$ cat config.mk
export PLATFORM = sky130hd
export DESIGN_NAME = serial_rx_queue
export DESIGN_NICKNAME = d
export VERILOG_FILES = /design/src/rtl/serial_rx_queue.sv
export SDC_FILE = /design/constraint.sdc
export NUM_CORES = 1
export LEC_CHECK = 0
export BUFFER_PORTS_ARGS = -buffer_cell sky130_fd_sc_hd__buf_4
export CORE_MARGIN = 4
export CORE_UTILIZATION = 49
export DETAILED_ROUTE_END_ITERATION = 16
export GPL_ROUTABILITY_DRIVEN = 0
export GPL_TIMING_DRIVEN = 0
export PLACE_DENSITY = 0.68
export SYNTH_ARGS = -nofsm -noshare
export SYNTH_HDL_FRONTEND = slang
export SYNTH_SLANG_ARGS = --single-unit
export TNS_END_PERCENT = 20
$ cat constraint.sdc
create_clock -name clk -period 4.5 [get_ports clk]
set_input_delay 0.9 -clock clk [delete_from_list [all_inputs] [get_ports clk]]
set_output_delay 0.9 -clock clk [all_outputs]
set_load 0.02 [all_outputs]
$ cat src/rtl/serial_rx_queue.sv
module serial_rx_queue #(
  parameter int DEPTH = 3
) (
  input  logic       clk,
  input  logic       rst_n,
  input  logic       tick16,
  input  logic       rxd,
  input  logic       rx_on,
  input  logic [1:0] data_len,
  input  logic [1:0] par_mode,
  input  logic       par_odd,
  input  logic       block_mode,
  input  logic       auto_rts,
  input  logic       pop,
  input  logic       rx_reset,
  input  logic       err_reset,
  output logic [7:0] rd_data,
  output logic       rx_rdy,
  output logic       ffull,
  output logic       st_perr,
  output logic       st_ferr,
  output logic       st_brk,
  output logic       overrun,
  output logic       rts_active
);
  localparam int PW = $clog2(DEPTH + 1);
  localparam logic [PW-1:0] LAST_P = PW'(DEPTH - 1);
  localparam logic [PW-1:0] FULL_C = PW'(DEPTH);

  typedef enum logic [1:0] {S_WAITHI, S_IDLE, S_START, S_BITS} st_t;

  st_t         st;
  logic        s1, s2, pbit, ovr, rts_neg;
  logic [3:0]  cnt, idx;
  logic [7:0]  sh;
  logic [10:0] mem [0:DEPTH-1];
  logic [PW-1:0] wp, rp, cnt_q;
  logic [2:0]  acc;

  wire wake     = par_mode == 2'b11;
  wire has_par  = par_mode != 2'b10;
  wire run      = (rx_on | wake) & ~rx_reset;
  wire [3:0] nd   = 4'd5 + {2'b00, data_len};
  wire [3:0] last = nd + {3'b000, has_par};
  wire full     = cnt_q == FULL_C;
  wire start_ok = run && tick16 && st == S_START && cnt == 4'd6 && !s2;
  wire at_stop  = run && tick16 && st == S_BITS && cnt == 4'd15 && idx == last;
  wire par_exp  = ^sh ^ par_odd;
  wire perr_n   = wake ? pbit :
                  (par_mode == 2'b00) ? (pbit != par_exp) :
                  (par_mode == 2'b01) ? (pbit != par_odd) : 1'b0;
  wire is_brk   = !s2 && sh == 8'd0 && !pbit;
  wire keep     = at_stop && (rx_on || pbit);
  wire push     = keep && !full;
  wire ovf      = keep && full;
  wire do_pop   = pop && cnt_q != '0 && !rx_reset;
  wire [10:0] top = mem[rp];
  wire [2:0] head_st = rx_rdy ? top[10:8] : 3'b000;

  always_ff @(posedge clk or negedge rst_n)
    if (!rst_n) begin
      s1 <= 1'b1;
      s2 <= 1'b1;
    end else begin
      s1 <= rxd;
      s2 <= s1;
    end

  always_ff @(posedge clk or negedge rst_n)
    if (!rst_n) begin
      st <= S_WAITHI; cnt <= '0; idx <= '0; sh <= '0; pbit <= 1'b0;
    end else if (!run) begin
      st <= S_WAITHI;
    end else if (tick16) begin
      case (st)
        S_WAITHI: if (s2) st <= S_IDLE;
        S_IDLE:   if (!s2) begin st <= S_START; cnt <= '0; end
        S_START:
          if (cnt == 4'd6) begin
            if (s2) st <= S_IDLE;
            else begin
              st <= S_BITS; cnt <= '0; idx <= '0; sh <= '0; pbit <= 1'b0;
            end
          end else cnt <= cnt + 4'd1;
        default:
          if (cnt == 4'd15) begin
            cnt <= '0;
            idx <= idx + 4'd1;
            if (idx < nd) sh[idx[2:0]] <= s2;
            else if (idx != last) pbit <= s2;
            else st <= s2 ? S_IDLE : S_WAITHI;
          end else cnt <= cnt + 4'd1;
      endcase
    end

  always_ff @(posedge clk)
    if (push) mem[wp] <= {is_brk, !s2, perr_n, sh};

  always_ff @(posedge clk or negedge rst_n)
    if (!rst_n) begin
      wp <= '0; rp <= '0; cnt_q <= '0; acc <= '0; ovr <= 1'b0; rts_neg <= 1'b0;
    end else begin
      if (rx_reset) begin
        cnt_q <= '0;
        rp    <= wp;
      end else begin
        if (push)   wp <= (wp == LAST_P) ? '0 : wp + 1'b1;
        if (do_pop) rp <= (rp == LAST_P) ? '0 : rp + 1'b1;
        cnt_q <= cnt_q + PW'(push) - PW'(do_pop);
      end
      acc <= (err_reset ? 3'b000 : acc) | (do_pop ? top[10:8] : 3'b000);
      ovr <= (ovr && !err_reset) || ovf;
      if (!auto_rts)             rts_neg <= 1'b0;
      else if (start_ok && full) rts_neg <= 1'b1;
      else if (!full)            rts_neg <= 1'b0;
    end

  assign rx_rdy     = cnt_q != '0;
  assign ffull      = full;
  assign rd_data    = rx_rdy ? top[7:0] : 8'd0;
  assign {st_brk, st_ferr, st_perr} = head_st | (block_mode ? acc : 3'b000);
  assign overrun    = ovr;
  assign rts_active = !rts_neg;
endmodule

==> results.tsv <==
stage	metric	value	unit
run_status	status	finished clean	
cts	clock buffer depth	2	
power_and_ir_drop	maximum vdd drop	163	µV
place	Post-DP HPWL	5290	µm
timing	slew margin rel.	0.319	
routing	DR WL/cell	15.3	µm
worst_setup_path	Reg-to-Reg Start	idx[2]	
floorplan	Die W	92.2	µm
power_and_ir_drop	Leakage	1.61	nW
routing	Vias/cell	5.48	
synth	asr flop ratio synth	0.492	
floorplan	Die Y	92.2	µm
finish	final instance area	0.00402	mm²
global_routing	antenna violations before repair	0	
routing	drt initial violations	90	
worst_setup_path	CP Data Arrival Time	3.95	ns
worst_setup_path	Worst EP required	4.46	ns
cts	TritonCTS Buffers	9	
cts	post-CTS sizing	0	
global_routing	global-route wire length before repair	12200	µm
synth	Syn Inst Count	330	
synth	Synthesis Warnings	0	
finish	fillers	594	
timing	worst hold slack	0.361	ns
worst_setup_path	Critical Path End Type	flop	
power_and_ir_drop	power per cell area	300	mW/mm²
worst_setup_path	FF-to-FF path depth	4	
floorplan	die area	0.00851	mm²
synth	Mapped Nets	365	
timing	RSZ-0062 raised after global routing	false	
min_path	Min-Delay Path Class	flop to flop	
synth	Post-Syn Area per Cell	10.5	µm²
floorplan	FP Rows	30	
routing	vias	2588	
synth	dominant synthesized flop cell	edfxtp_1	
synth	Seq/Total Area, Yosys	0.516	
routing	drt first pass iters	4	
cts	clk slew on worst S/H paths	0.07	ns
global_routing	vias in the first global route	2580	
timing	fin crit share	0.888	
worst_setup_path	Startpoint Class	input port	
cts	CTS tree	yes	
finish	commonest non-fill, non-tap cell in the layout	inv_1	
global_routing	global route overflow	0	
synth	number of synthesized flops with an enable pin	33	
timing	Tmin final	4.00	ns
global_routing	largest net degree at the start of global routing	33	
finish	Area Growth Syn to Fin	15.7	%
synth	Syn Std Cell Area	0.00348	mm²
timing	Least-Margin Pin Slew	1.01	ns
cts	Post-CTS Hold Fix Bufs	0	
place	placed instance area	0.00384	mm²
finish	Diodes inserted	0	
worst_setup_path	WS Path Type	input port to flop	
cts	post-CTS setup buffer count	0	
worst_setup_path	CP startpoint	par_mode[0]	
floorplan	I/O pin cnt	30	
power_and_ir_drop	Total Power	1.21	mW
global_routing	Global Route Usage Sum	0.182	
place	Inst Count DP	456	
cts	clock latency on the worst-skew pair	0.34	ns
cts	clock sink count	65	
finish	final core utilization	0.589	
timing	final setup vio count	0	
worst_setup_path	R2R setup slack	1.48	ns
place	Port Buf Inserts	29	
timing	Final Skew	0.00665	ns
floorplan	Starting Density	0.509	
cts	root buf cell	clkbuf_8	
routing	routed wire length	7240	µm
finish	Non-Filler Instances	472	
finish	share of cells above drive strength 1	0.154	
synth	Yosys cell types	52	
cts	CTS H-tree lvls	3	
finish	commonest cells after routing, fill and taps aside	inv_1, edfxtp_1, nor2_1	
timing	Hold Vio Cnt, Final	0	
worst_setup_path	CP Capture Point	mem[1][5]	
finish	Final nets	406	
timing	fmax	250	MHz
synth	Yosys reg bits	65	
worst_setup_path	CP max FO	12	
flow_run	number of max-cap violations	0	
worst_setup_path	reg2reg end	mem[1][5]	
routing	Routed Antenna Nets	0	
floorplan	core footprint	0.00683	mm²
timing	Final Slew Violations	0	
routing	drt drc	0	
[Yosys cell counts (all sizes together), types with 9 or more instances]
library cell	count	area share
a31oi	9	0.018
nand2	18	0.019
edfxtp	33	0.28
nor2	31	0.033
ha	19	0.068
inv	34	0.037
dfrtp	30	0.22
mux2i	13	0.037
nor3	11	0.016
clkbuf	9	0.0097
o21ai	22	0.032
a21oi	20	0.029
[sequential cells by signal, summed over array words and instances (netlist names), 2 cells and up]
register / flops
idx: 4
st: 2
wp: 2
sh: 8
cnt: 4
cnt_q: 2
rp: 2
mem: 33
acc: 3
[worst max-delay path: stages]
cell,delay (ns)
buf_4,0.11
nand2b_1,0.14
ha_1,0.15
inv_1,0.04
fa_1,0.40
or3b_4,0.43
a2111oi_4,0.49
nand4_1,0.38
nor3b_2,0.91
[stage by stage]
stage	setup TNS, ns	setup WS (ns)
after CTS	0	0.465
after floorplan	0	0.577
after detailed placement	0	0.133
final	0	0.502
after global placement	-5.78	-0.322
after global routing	0	0.280
[worst min path at each step]
stage / start / to / slack, ns / depth (start not counted)
after floorplan: s1 / s2 / 0.35 / 0
after global placement: s1 / s2 / 0.35 / 0
after detailed placement: s1 / s2 / 0.35 / 0
after CTS: s1 / s2 / 0.36 / 0
after global routing: s1 / s2 / 0.36 / 0
final: s1 / s2 / 0.36 / 0
[cell type report]
class                      count  area, µm²  share of cell area
sequential                    65       1790               0.446
clock buffer                  10        128              0.0317
buffer                        13       67.6              0.0168
multi-input combinational    218       1500               0.372
clock inverter                 6       58.8              0.0146
inverter                      34        128              0.0317
tap                           96        120              0.0299
timing repair buffer          30        229              0.0569
[routing by layer]
metal,part of all wire,global-route usage,wire (µm)
met3,0.037,0.0451,270
met4,0.013,0.0693,94
met2,0.50,0.313,3650
met1,0.45,0.219,3230
met5,0,0,0
[report_power, final]
group          total (mW)  internal [mW]  leakage [nW]  switching, mW
clock network       0.474          0.252        0.0897          0.222
logic              0.0913         0.0369         0.784         0.0545
registers           0.641          0.631         0.740        0.00971
[cells by family after synthesis]
kind of cell / synth area share
fa+ha+maj: 0.0741
compound gates: 0.168
mux: 0.0407
flops: 0.516
buf+inv: 0.0561
simple gates: 0.125
xor+xnor: 0.0202
Power figures use the tool's default switching activity.
